[src/rtl/lpwr_pkg.sv]
package lpwr_pkg;
   localparam int unsigned CTRL_W      = 8;
   localparam int unsigned THR_W       = 3;
   localparam int unsigned STOP_EN_POS = 7;
   localparam int unsigned THR_LSB     = 4;

   typedef enum logic [1:0] {
      ST_RUN   = 2'd0,
      ST_ENTER = 2'd1,
      ST_LOWP  = 2'd2,
      ST_EXIT  = 2'd3
   } lp_state_e;

   typedef enum logic [1:0] {
      MD_NONE = 2'b00,
      MD_DOZE = 2'b01,
      MD_WAIT = 2'b10,
      MD_STOP = 2'b11
   } lp_mode_e;
endpackage

[src/rtl/lpwr_ctrl_reg.sv]
module lpwr_ctrl_reg
   import lpwr_pkg::*;
#(
   parameter int unsigned REG_W   = CTRL_W,
   parameter int unsigned LVL_W   = THR_W,
   parameter int unsigned EN_POS  = STOP_EN_POS,
   parameter int unsigned LVL_LSB = THR_LSB
) (
   input  logic             clk,
   input  logic             rst_n,
   input  logic             wr_allow,
   input  logic             wr_en,
   input  logic [REG_W-1:0] wdata,
   output logic             stop_en,
   output logic [LVL_W-1:0] thr,
   output logic [REG_W-1:0] rdata
);
   localparam int unsigned LVL_MSB = LVL_LSB + LVL_W - 1;

   if (EN_POS >= REG_W || LVL_MSB >= REG_W || LVL_MSB >= EN_POS) begin : g_bad_layout
      $error("lpwr_ctrl_reg: field layout does not fit the register");
   end

   logic             en_q;
   logic [LVL_W-1:0] thr_q;

   always_ff @(posedge clk or negedge rst_n) begin
      if (!rst_n) begin
         en_q  <= 1'b0;
         thr_q <= '0;
      end else if (wr_en && wr_allow) begin
         en_q  <= wdata[EN_POS];
         thr_q <= wdata[LVL_MSB:LVL_LSB];
      end
   end

   always_comb begin
      rdata                   = '0;
      rdata[EN_POS]           = en_q;
      rdata[LVL_MSB:LVL_LSB]  = thr_q;
   end

   assign stop_en = en_q;
   assign thr     = thr_q;

   AST_HOLD_OUTSIDE_RUN: assert property (@(posedge clk) disable iff (!rst_n)
      !wr_allow |=> $stable(rdata)) else $error("register changed outside run");
endmodule

[src/rtl/lpwr_wake_qual.sv]
module lpwr_wake_qual
   import lpwr_pkg::*;
#(
   parameter int unsigned NSRC  = 4,
   parameter int unsigned LVL_W = THR_W
) (
   input  logic                  clk,
   input  logic                  rst_n,
   input  lp_mode_e              mode,
   input  logic [LVL_W-1:0]      thr,
   input  logic [NSRC*LVL_W-1:0] src_lvl,
   input  logic [NSRC-1:0]       src_unmasked,
   input  logic [NSRC-1:0]       src_fixed,
   input  logic [NSRC-1:0]       src_lp_en,
   output logic                  wake
);
   if (NSRC < 1) begin : g_bad_nsrc
      $error("lpwr_wake_qual: NSRC must be at least 1");
   end

   logic [NSRC-1:0] src_ok;
   logic            stop_md;

   assign stop_md = (mode == MD_STOP);

   for (genvar i = 0; i < NSRC; i++) begin : g_src
      logic [LVL_W-1:0] lvl_i;
      logic             above;
      logic             kind_ok;
      assign lvl_i     = src_lvl[i*LVL_W +: LVL_W];
      assign above     = (lvl_i > thr);
      assign kind_ok   = src_fixed[i] | (~stop_md & src_lp_en[i]);
      assign src_ok[i] = src_unmasked[i] & above & kind_ok;
   end

   assign wake = |src_ok;

   AST_STOP_FIXED_ONLY: assert property (@(posedge clk) disable iff (!rst_n)
      (stop_md && wake) |-> |(src_unmasked & src_fixed)) else $error("stop wake by programmable source");
   AST_MASKED_SILENT: assert property (@(posedge clk) disable iff (!rst_n)
      (src_unmasked == '0) |-> !wake) else $error("wake with all sources masked");
endmodule

[src/rtl/lpwr_fsm.sv]
module lpwr_fsm
   import lpwr_pkg::*;
(
   input  logic      clk,
   input  logic      rst_n,
   input  logic      core_stop,
   input  logic      stop_en,
   input  logic [1:0] mode_sel,
   input  logic      wake,
   input  logic      core_ack,
   output lp_state_e state,
   output lp_mode_e  mode,
   output logic      clk_en,
   output logic      exit_req
);
   lp_state_e state_q;
   lp_mode_e  mode_q;
   lp_mode_e  target;
   logic      clk_en_q;
   logic      exit_q;
   logic      accept;

   always_comb begin
      if (stop_en)
         target = MD_STOP;
      else if (mode_sel == MD_DOZE || mode_sel == MD_WAIT)
         target = lp_mode_e'(mode_sel);
      else
         target = MD_NONE;
   end

   assign accept = (state_q == ST_RUN) && core_stop && (target != MD_NONE);

   always_ff @(posedge clk or negedge rst_n) begin
      if (!rst_n) begin
         state_q  <= ST_RUN;
         mode_q   <= MD_NONE;
         clk_en_q <= 1'b1;
         exit_q   <= 1'b0;
      end else begin
         unique case (state_q)
            ST_RUN: begin
               if (accept) begin
                  state_q <= ST_ENTER;
                  mode_q  <= target;
               end
            end
            ST_ENTER: begin
               state_q  <= ST_LOWP;
               clk_en_q <= 1'b0;
            end
            ST_LOWP: begin
               if (wake) begin
                  state_q <= ST_EXIT;
                  exit_q  <= 1'b1;
               end
            end
            ST_EXIT: begin
               clk_en_q <= 1'b1;
               if (core_ack && clk_en_q) begin
                  state_q <= ST_RUN;
                  exit_q  <= 1'b0;
                  mode_q  <= MD_NONE;
               end
            end
            default: state_q <= ST_RUN;
         endcase
      end
   end

   assign state    = state_q;
   assign mode     = mode_q;
   assign clk_en   = clk_en_q;
   assign exit_req = exit_q;

   AST_CLK_OFF_IN_LOWP: assert property (@(posedge clk) disable iff (!rst_n)
      (state_q == ST_LOWP) |-> !clk_en_q) else $error("clock on while asleep");
   AST_EXIT_NEEDS_WAKE: assert property (@(posedge clk) disable iff (!rst_n)
      (state_q == ST_LOWP && !wake) |=> !exit_q) else $error("exit without wake");
   AST_CLK_AFTER_EXIT: assert property (@(posedge clk) disable iff (!rst_n)
      $rose(clk_en_q) |-> $past(exit_q)) else $error("clock back before exit request");
   AST_NO_TARGET_STAY: assert property (@(posedge clk) disable iff (!rst_n)
      (state_q == ST_RUN && core_stop && !stop_en && mode_sel != 2'b01 && mode_sel != 2'b10)
      |=> (state_q == ST_RUN)) else $error("left run with no target mode");
endmodule

[src/rtl/lpwr_seq.sv]
module lpwr_seq
   import lpwr_pkg::*;
#(
   parameter int unsigned NSRC = 4
) (
   input  logic                  clk,
   input  logic                  rst_n,
   input  logic                  reg_wr,
   input  logic [CTRL_W-1:0]     reg_wdata,
   output logic [CTRL_W-1:0]     reg_rdata,
   input  logic                  core_stop,
   input  logic [1:0]            mode_sel,
   input  logic                  core_ack,
   input  logic [NSRC*THR_W-1:0] irq_lvl,
   input  logic [NSRC-1:0]       irq_unmasked,
   input  logic [NSRC-1:0]       irq_fixed,
   input  logic [NSRC-1:0]       irq_lp_en,
   output logic                  clk_en_core,
   output logic                  exit_req,
   output logic [1:0]            lp_mode
);
   logic             stop_en;
   logic [THR_W-1:0] thr;
   logic             wake;
   lp_state_e        state;
   lp_mode_e         mode;

   lpwr_ctrl_reg #(
      .REG_W  (CTRL_W),
      .LVL_W  (THR_W),
      .EN_POS (STOP_EN_POS),
      .LVL_LSB(THR_LSB)
   ) u_reg (
      .clk     (clk),
      .rst_n   (rst_n),
      .wr_allow(state == ST_RUN),
      .wr_en   (reg_wr),
      .wdata   (reg_wdata),
      .stop_en (stop_en),
      .thr     (thr),
      .rdata   (reg_rdata)
   );

   lpwr_wake_qual #(
      .NSRC (NSRC),
      .LVL_W(THR_W)
   ) u_wake (
      .clk         (clk),
      .rst_n       (rst_n),
      .mode        (mode),
      .thr         (thr),
      .src_lvl     (irq_lvl),
      .src_unmasked(irq_unmasked),
      .src_fixed   (irq_fixed),
      .src_lp_en   (irq_lp_en),
      .wake        (wake)
   );

   lpwr_fsm u_fsm (
      .clk      (clk),
      .rst_n    (rst_n),
      .core_stop(core_stop),
      .stop_en  (stop_en),
      .mode_sel (mode_sel),
      .wake     (wake),
      .core_ack (core_ack),
      .state    (state),
      .mode     (mode),
      .clk_en   (clk_en_core),
      .exit_req (exit_req)
   );

   assign lp_mode = mode;

   AST_STOP_NEEDS_EN: assert property (@(posedge clk) disable iff (!rst_n)
      (lp_mode == MD_STOP && $past(lp_mode) == MD_NONE) |-> $past(stop_en)) else $error("stop without enable");
endmodule

[config.mk]
export PLATFORM = sky130hd
export DESIGN_NAME = lpwr_seq
export DESIGN_NICKNAME = d
export VERILOG_FILES = /design/src/rtl/lpwr_pkg.sv /design/src/rtl/lpwr_ctrl_reg.sv /design/src/rtl/lpwr_wake_qual.sv /design/src/rtl/lpwr_fsm.sv /design/src/rtl/lpwr_seq.sv
export SDC_FILE = /design/constraint.sdc
export NUM_CORES = 1
export LEC_CHECK = 0
export ABC_AREA = 1
export BUFFER_PORTS_ARGS = -buffer_cell sky130_fd_sc_hd__buf_2
export CORE_MARGIN = 5
export CORE_UTILIZATION = 41
export DETAILED_ROUTE_END_ITERATION = 10
export PLACE_DENSITY = 0.74
export SLEW_MARGIN = 20
export SYNTH_ARGS = -nofsm -noshare
export SYNTH_HDL_FRONTEND = slang
export SYNTH_SLANG_ARGS = --single-unit
[constraint.sdc]
create_clock -name clk -period 3.3 [get_ports clk]
set_clock_uncertainty 0.1 [all_clocks]
set_input_delay 0.165 -clock clk [delete_from_list [all_inputs] [get_ports clk]]
set_output_delay 0.165 -clock clk [all_outputs]
set_load 0.1 [all_outputs]
==> results of run 1 <==
logic make-up (layout without fill, tap and decap cells):
group           after synthesis  count (layout)  share of synthesized area [%]
simple gates                 51              51                           24.8
flops                        10              10                           26.6
compound gates               19              19                           13.0
fa+ha+maj                    17              17                           22.5
buf+inv                      24              66                           11.5
other cells                   1               4                          0.397
mux                           1               1                           1.19
layer usage:
metal / up-vias / GRT usage [%] / wire (um)
met5: - / 0 / 0
met4: 0 / 3.31 / 21
met3: 4 / 4.45 / 233
met2: 38 / 24.2 / 1060
met1: 405 / 15.7 / 864
li1: 483 / - / -
area by class of cell:
type | instances | area [um2]
clock buffer | 4 | 36.3
fill | 229 | 1000
inverter | 19 | 71.3
multi-input combinational | 92 | 596
sequential | 10 | 251
tap | 28 | 35.0
timing repair buffer | 43 | 220
final timing paths:
check                               start             end  slack (ps)  cells after the start
max                          u_reg.thr[2]  u_fsm.state[0]        1550                     11
min                          reg_wdata[4]    u_reg.thr[0]          40                      2
max reg2reg                  u_reg.thr[2]  u_fsm.state[0]        1550                     11
min reg2reg                u_fsm.exit_req  u_fsm.exit_req         370                      2
max in group asynchronous           rst_n    u_fsm.clk_en        2670                      2
min in group asynchronous           rst_n  u_fsm.exit_req         180                      2
registers in the layout (all words and copies together), names as in the netlist:
name,cells
u_fsm.state,2
u_fsm.mode,2
u_fsm.clk_en,1
u_reg.stop_en,1
u_reg.thr,3
u_fsm.exit_req,1
power by group through the flow:
stage	Sequential (mW)	Combinational (mW)	Clock, mW
2_1_floorplan	0.553	0.491	0
3_3_place_gp	0.247	0.929	0
3_5_place_dp	0.249	0.961	0
4_1_cts	0.246	0.967	0.114
5_1_grt	0.257	1.04	0.123
6_report	0.246	0.955	0.107
worst max-delay path: stages, from the launching register on:
cell and delay (ps):
dfrtp_1 370, inv_1 160, ha_1 290, nand3_1 100, nand2_1 50, nand3b_1 150, nand2_1 90, inv_2 40
nand2_2 100, nand2_4 60, nand2_1 80, o21ai_2 50
layout by cell type (no fill, tap or decap):
master	count
o21ai_2	2
nand2_1	25
conb_1	4
clkbuf_4	3
a21oi_4	1
dfrtp_1	9
ha_1	17
clkinv_1	1
inv_2	2
mux2_2	1
a21o_1	2
o21ai_0	2
inv_1	16
nand4_1	1
clkbuf_8	1
nand2_4	1
dlygate4sd3_1	1
o21ai_1	4
nand2_2	2
or2_2	2
buf_2	42
nand3b_1	3
dfstp_2	1
nor2_1	8
a21oi_2	1
nand3_1	9
a21oi_1	7
stage by stage:
step	cell area, um2	hold WS, ps	worst slack [ps]	util, %	total power, mW
after floorplan	956	-231	939	-	1.04
after global placement	1160	-63.9	1570	52.6	1.18
after detailed placement	1160	-58.6	1560	52.6	1.21
after CTS	1210	29.3	1530	54.7	1.33
after global routing	1210	17.0	1410	54.7	1.42
final	1210	36.6	1550	54.7	1.31
==> out/results.tsv, run 1 <==
metric	value	unit
Yosys warning count	0	
Synth area leaders	dfrtp_1 (24%), ha_1 (23%), nand2_1 (9.9%)	
CTS tree	built	
DP Wirelength	1920	um
setup bufs post-CTS	0	
die height	58	um
post-synth top area share	23.8	%
Peak Freq	570	MHz
Final Critical Period	1750	ps
Clk pwr share	8.2	%
startpoint types	flip-flop	
Post-Layout Cell Count	196	
first drt pass iteration count	4	
Antenna Violating Nets Remaining	0	
vias per inst	4.74	
Total Wirelength	2180	um
Sw Ratio	60.4	%
outcome	finished, final reports clean	
GRT overflow	0	
GPL Wtd Cong	0.844	
Int Power	0.518	mW
Clock Path Buffers	2	
Synth Register Bits	10	
kind of critical path	flip-flop to flip-flop	
final count of hold timing violations	0	
async set-reset flop share out of synthesis	100	%
All-Layer GR Usage	13.6	%
synthesized area per cell	7.68	um2
Site Rows	17	
routed via count	930	
area grow syn2layout	28.1	%
placed insts	191	
initial antenna violation count	0	
Logic pwr share	73.0	%
Flop pwr share	18.8	%
worst min-delay path category	input port to flip-flop	
Avg WL per Cell	11.1	um
first-pass GRT wire length	3630	um
predominant post-synthesis flop cell	dfrtp_1	
final cycle utilization of the critical path	53.2	%
clock root buffer	clkbuf_4	
pin count of the biggest net entering global routing	11	
H-tree levels	1	
Critical Path RT	3350	ps
count leader, synth	nand2_1	
Yosys cell types	24	
Final Max Tran Viols	0	
number of DRC markers in iteration 0	27	
number of synthesized flops with an enable pin	0	
hold buffer count at CTS	1	
Worst setup EP type	flip-flop	
Max-cap violations	0	
Lkg Pwr	0.724	nW
Synth Cell Area	945	um2
I/O Buffers	42	
Worst-path clk slew	60	ps
vias in the first global route	915	
RSZ-0062 raised after global routing	no	
# diodes	0	
post-cts sizing count	0	
Die Width	58	um
# IOs	51	
Worst VDD drop	0.630	mV
Syn Inst Count	123	
die footprint	3360	um2
Net Sw Power	0.790	mW
CP Data Arrival Time	1800	ps
CTS buffer count	3	
layout cell share with drive strength beyond 1	35.1	%
most frequent cells after synthesis	nand2_1 (25), ha_1 (17), inv_1 (16)	
Sink Count	10	
Clock Latency Late Sink	260	ps
Worst Path Max Fanout	5	
nets@finish	225	
total negative slack	0	ps
cell taking the most area after synthesis	dfrtp_1	
Core Area	2210	um2
Power Density	1080	nW/um2
sequential area share after synthesis	26.6	%
Initial Util	42.7	%
DRC Markers	0	
endpoints failing setup	0	
Note: power is estimated with default switching activity, not from simulation.
==> run 2: changes to the inputs <==
Settings changed: CORE_UTILIZATION 41 to 40, PLACE_DENSITY 0.74 to 0.76.
Clock period 3.3 ns to 1.52 ns, I/O delays scaled along.
==> run 2 against run 1 <==
Effect of this change: the run now ends with negative setup slack left; total power grew to 2.6 times the previous value; first-iteration DRC count is 26% higher; register-to-register slack worse by 1700 ps; flip-flop and latch count stayed put; largest power group unchanged.
==> out/results.tsv, run 2 (same netlist as run 1, synthesis figures left out) <==
metric	value	unit	change
outcome	complete, but fails checks		
failing checks	negative setup slack		
final cycle utilization of the critical path	112	%	+59 points
PnR worst setup slack	-181	ps	-1730 ps
DRC Markers	0		unchanged
clock root buffer	clkbuf_4		
Final Max Tran Viols	0		unchanged
initial antenna violation count	0		unchanged
vias per inst	4.75		+0.16%
# IOs	51		unchanged
worst hold path depth	4		+2
RSZ-0062 raised after global routing	yes		
Worst Reg-to-Reg Cells	11		unchanged
area grow syn2layout	55.0	%	
Lkg Pwr	0.772	nW	+6.7%
Power Density	2280	nW/um2	+110%
Worst path depth	11		unchanged
nets@finish	235		+4.4%
Critical Path RT	1640	ps	-1710 ps
vias in the first global route	1014		+11%
FF+latch area	269	um2	+7.0%
final count of hold timing violations	0		unchanged
worst min-delay path category	input port to flip-flop		
CTS buffer count	3		unchanged
FF-to-FF Start	u_reg.thr[2]		
Site Rows	17		unchanged
first-pass GRT wire length	4350	um	+20%
r2r endpoint	u_fsm.state[1]		
Worst setup EP type	flip-flop		
Avg WL per Cell	12.5	um	+13%
Peak Freq	588	MHz	+3.1%
Fill cells	182		-21%
die footprint	3430	um2	+2.1%
Hold WS	24.0	ps	-12.7 ps
Multi-input gate area	717	um2	+20%
Initial Util	42.3	%	-0.41 points
Hold Startpoint	mode_sel[0]		
Max-cap violations	0		unchanged
hold endpoint	u_fsm.mode[1]		
die height	58.6	um	+1.0%
Clock Latency Late Sink	280	ps	+20 ps
H-tree levels	1		unchanged
fin area	1460	um2	+21%
commonest non-fill, non-tap cell in the layout	buf_2		
All-Layer GR Usage	16.4	%	+2.8 points
Sink Count	10		unchanged
Worst-path clk slew	70	ps	about the same
CP dominant cell by count	nand2_1		
Antenna Violating Nets Remaining	0		unchanged
CP max stage cell	dfrtp_4		
routed via count	979		+5.3%
Die Width	58.6	um	+1.0%
most frequent cells in the layout	buf_2 (41), nand2_1 (24), inv_1 (14)		
GPL Wtd Cong	0.813		-3.7%
critical path's largest stage delay	510	ps	+140 ps
placed inst area	1320	um2	+14%
max reg flops	3		unchanged
Worst VDD drop	1.88	mV	+200%
endpoints failing setup	3		+3
Core Area	2230	um2	+0.96%
Total Wirelength	2580	um	+18%
pin count of the biggest net entering global routing	11		unchanged
CP Data Arrival Time	1820	ps	+20 ps
Buf/Inv on CP	1		-1
cell family with most CP delay	simple AND/OR/NAND/NOR gates		
setup slack, reg-to-reg	-180	ps	-1730 ps
kind of critical path	flip-flop to flip-flop		
CP Cell Sequence	inv_8, ha_4, a21oi_2, nand2_1, nand3_1, nand2_1, nor2_2, nand2_4, nand2_4, nand2_1, nand2_1		
Worst Path Max Fanout	5		unchanged
layout cell share with drive strength beyond 1	47.8	%	+13 points
first drt pass iteration count	4		unchanged
startpoint types	flip-flop		
# diodes	0		unchanged
number of DRC markers in iteration 0	34		+26%
DP Wirelength	2070	um	+7.9%
Tot Pwr	3.33	mW	+160%
Final Critical Period	1700	ps	-52.6 ps
Clock Path Buffers	2		unchanged
GRT overflow	0		unchanged
I/O Buffers	42		unchanged
CTS tree	built		
[run 2: worst max-delay path by stage]
stage	slack, ps	startpoint	end
final	-180	u_reg.thr[2]	u_fsm.state[1]
after global routing	-270	u_reg.thr[2]	u_fsm.state[0]
after CTS	-190	u_reg.thr[2]	u_fsm.state[1]
after global placement	-170	u_reg.thr[2]	u_fsm.exit_req
after floorplan	-290	u_reg.thr[2]	u_fsm.exit_req
after detailed placement	-200	u_reg.thr[2]	u_fsm.state[0]
[run 2: per-stage QoR]
stage / setup slack, ps / cells / util, % / TNS, ps
after global routing: -274 / 206 / 65.5 / -793
after CTS: -189 / 205 / 64.2 / -539
after floorplan: -288 / 126 / - / -825
final: -181 / 206 / 65.5 / -520
after global placement: -166 / 196 / 59.2 / -470
after detailed placement: -196 / 196 / 59.2 / -568
[run 2: worst reg2reg max path, delay by kind of cell, from the launching register on]
family	cells	cell delay, ps
AOI/OAI and AO/OA	1	160
adders and majority gates	1	210
buffers and inverters	1	100
DFF	1	510
and+or+nand+nor	8	580
[run 2: per-layer routing]
metal | routed length (um) | global-route usage, %
met1 | 1050 | 18.5
met2 | 1300 | 30.1
met3 | 190 | 2.85
met4 | 44 | 6.80
met5 | 0 | 0
[run 2: area by class of cell]
class / instances / share of cell area (%)
multi-input cells: 92 / 49.0
repair buffers: 53 / 21.9
flip-flops and latches: 10 / 18.4
inverters: 19 / 5.90
clock buffers: 4 / 2.48
well taps: 28 / 2.39
[run 2: report_power, final]
| group | internal, mW | switching (mW) | total, mW | leakage [nW] |
|---|---|---|---|---|
| Clock | 0.146 | 0.109 | 0.255 | 0.0210 |
| Combinational | 0.819 | 1.64 | 2.45 | 0.640 |
| Sequential | 0.458 | 0.168 | 0.626 | 0.111 |
| Total | 1.42 | 1.91 | 3.33 | 0.772 |
[run 2: timing repair]
action                                  in CTS  in global routing
setup buffers                                0                  1
gates resized for setup                      5                  4
endpoints found under the setup margin       3                  9
endpoints found under the hold margin       14                  0
pin swaps                                    6                  6
hold buffers                                 5                  0
==> run 3: changes to the inputs <==
Settings changed: GPL_TIMING_DRIVEN set to 0, MAX_ROUTING_LAYER set to met4.
==> run 3 against run 2 <==
Effect of this change: the flow still finishes with violations (negative setup slack); total power is 1.8% higher; clock power is 5% lower; flip-flop and latch count stayed put; sequential power is 2% higher; non-clock buffer count is 2 higher; critical path type unchanged; largest cell class unchanged; largest power group unchanged; highest routed layer unchanged.
==> out/results.tsv, run 3 (same netlist as run 1, synthesis figures left out) <==
metric	value	unit	change
FF+latch area	269	um2	unchanged
pin count of the biggest net entering global routing	11		unchanged
I/O Buffers	42		unchanged
Core Area	2230	um2	unchanged
Multi-input gate area	791	um2	+10%
Final Core Density	69.0	%	+3.4 points
worst min-delay path category	input port to flip-flop		
Final Max Tran Viols	0		unchanged
All-Layer GR Usage	15.6	%	-0.85 points
Worst VDD drop	1.88	mV	-0.13%
Flop pwr share	18.8	%	about the same
Clk pwr share	7.1	%	-0.5 points
Logic pwr share	74.1	%	+0.5 points
Initial Util	42.3	%	unchanged
routed via count	971		-0.82%
initial antenna violation count	0		unchanged
Avg WL per Cell	12.2	um	-2.8%
Worst-path clk slew	70	ps	about the same
PnR worst setup slack	-158	ps	+23.4 ps
final cycle utilization of the critical path	110	%	-1.5 points
Final Critical Period	1680	ps	-23.4 ps
Worst setup EP type	flip-flop		
Net Sw Power	1.96	mW	+2.4%
die height	58.6	um	unchanged
Fill cells	182		unchanged
GRT overflow	0		unchanged
worst hold path depth	4		unchanged
Int Power	1.44	mW	+0.87%
# diodes	0		unchanged
Power Density	2200	nW/um2	-3.3%
CTS tree	built		
layout cell share with drive strength beyond 1	53.9	%	+6.1 points
Post-Place Setup Slack	-237	ps	-40.4 ps
final count of hold timing violations	0		unchanged
most frequent cells in the layout	buf_2 (41), nand2_1 (22), inv_1 (13)		
# IOs	51		unchanged
total negative slack	-459	ps	+60.7 ps
Lkg Pwr	0.785	nW	+1.7%
Critical Path RT	1580	ps	-60 ps
Clock Path Buffers	2		unchanged
clock root buffer	clkbuf_4		
CP Cell Sequence	inv_8, ha_4, a21o_1, nor2_1, nor2_2, nor2_4, nand2_4, nand4_1, nand2_1		
Post-Layout Cell Count	208		+0.97%
Site Rows	17		unchanged
DRC Markers	0		unchanged
vias in the first global route	985		-2.9%
Die Width	58.6	um	unchanged
FF-to-FF Start	u_reg.thr[2]		
H-tree levels	1		unchanged
endpoints failing setup	3		unchanged
CP Data Arrival Time	1740	ps	-80 ps
area grow syn2layout	63.0	%	
Buf/Inv on CP	1		unchanged
nets@finish	237		+0.85%
Max-cap violations	0		unchanged
Peak Freq	596	MHz	+1.4%
cell family with most CP delay	flip-flops		
first drt pass iteration count	4		unchanged
CTS buffer count	3		unchanged
Clock Latency Late Sink	270	ps	about the same
die footprint	3430	um2	unchanged
r2r endpoint	u_fsm.exit_req		
GPL Wtd Cong	0.792		-2.6%
max reg flops	3		unchanged
Hold Startpoint	mode_sel[0]		
Antenna Violating Nets Remaining	0		unchanged
startpoint types	flip-flop		
DP Wirelength	2050	um	-0.68%
Total Wirelength	2540	um	-1.9%
kind of critical path	flip-flop to flip-flop		
RSZ-0062 raised after global routing	yes		
Worst Reg-to-Reg Cells	9		-2
setup slack, reg-to-reg	-160	ps	+20 ps
placed insts	196		unchanged
CP max stage cell	dfrtp_4		
failing checks	negative setup slack		
Sw Ratio	57.7	%	+0.37 points
Worst Path Max Fanout	5		unchanged
Sink Count	10		unchanged
first-pass GRT wire length	4050	um	-7.0%
critical path's largest stage delay	510	ps	about the same
outcome	complete, but fails checks		
number of DRC markers in iteration 0	38		+12%
hold endpoint	u_fsm.mode[1]		
vias per inst	4.67		-1.8%
commonest non-fill, non-tap cell in the layout	buf_2		
==> run 3: final cells by class <==
cell class | count | share of cell area (%)
Multi-Input combinational cell | 92 | 51.3
Timing Repair Buffer | 50 | 18.5
Sequential cell | 10 | 17.5
Inverter | 19 | 5.61
Buffer | 5 | 2.44
Clock buffer | 4 | 2.36
Tap cell | 28 | 2.27
==> run 3: routing by layer <==
metal | part of all wire, % | GRT usage (%) | vias up
met5 | 0 | - | -
met1 | 39 | 15.8 | 427
li1 | - | - | 504
met3 | 7.4 | 2.63 | 6
met4 | 1.1 | 5.50 | 0
met2 | 53 | 29.7 | 34
==> run 3: timing repair <==
action,in CTS,in global routing
buffers inserted,3,0
hold buffers,5,0
gates resized for setup,3,18
endpoints found under the setup margin,5,6
endpoints found under the hold margin,14,0
pin swaps,7,9
==> run 3: worst register-to-register path: stages, from the launching register on <==
cell,delay (ps)
dfrtp_4,510
inv_8,100
ha_4,210
a21o_1,150
nor2_1,120
nor2_2,60
nor2_4,120
nand2_4,80
nand4_1,80
nand2_1,50
==> run 3: power by group through the flow <==
stage | Sequential, mW | Combinational (mW) | Clock [mW]
4_1_cts | 0.607 | 2.34 | 0.245
3_3_place_gp | 0.607 | 2.15 | 0
6_report | 0.638 | 2.52 | 0.241
5_1_grt | 0.656 | 2.73 | 0.264
2_1_floorplan | 1.27 | 1.16 | 0
3_5_place_dp | 0.619 | 2.24 | 0
==> run 3: how the worst max path moves through the flow <==
stage | cells after the start | endpoint | from
after global placement | 11 | u_fsm.exit_req | u_reg.thr[2]
after floorplan | 10 | u_fsm.exit_req | u_reg.thr[2]
final | 9 | u_fsm.exit_req | u_reg.thr[2]
after detailed placement | 10 | u_fsm.exit_req | u_reg.thr[2]
after CTS | 11 | u_fsm.state[0] | u_reg.thr[2]
after global routing | 10 | u_fsm.state[1] | u_reg.thr[2]
==> run 3: metrics by stage <==
step	power (mW)	hold WS, ps	area, um2
after floorplan	2.44	-320	1060
after global routing	3.65	54.3	1540
after global placement	2.76	-153	1310
after detailed placement	2.86	-148	1310
after CTS	3.20	29.2	1420
final	3.39	27.8	1540
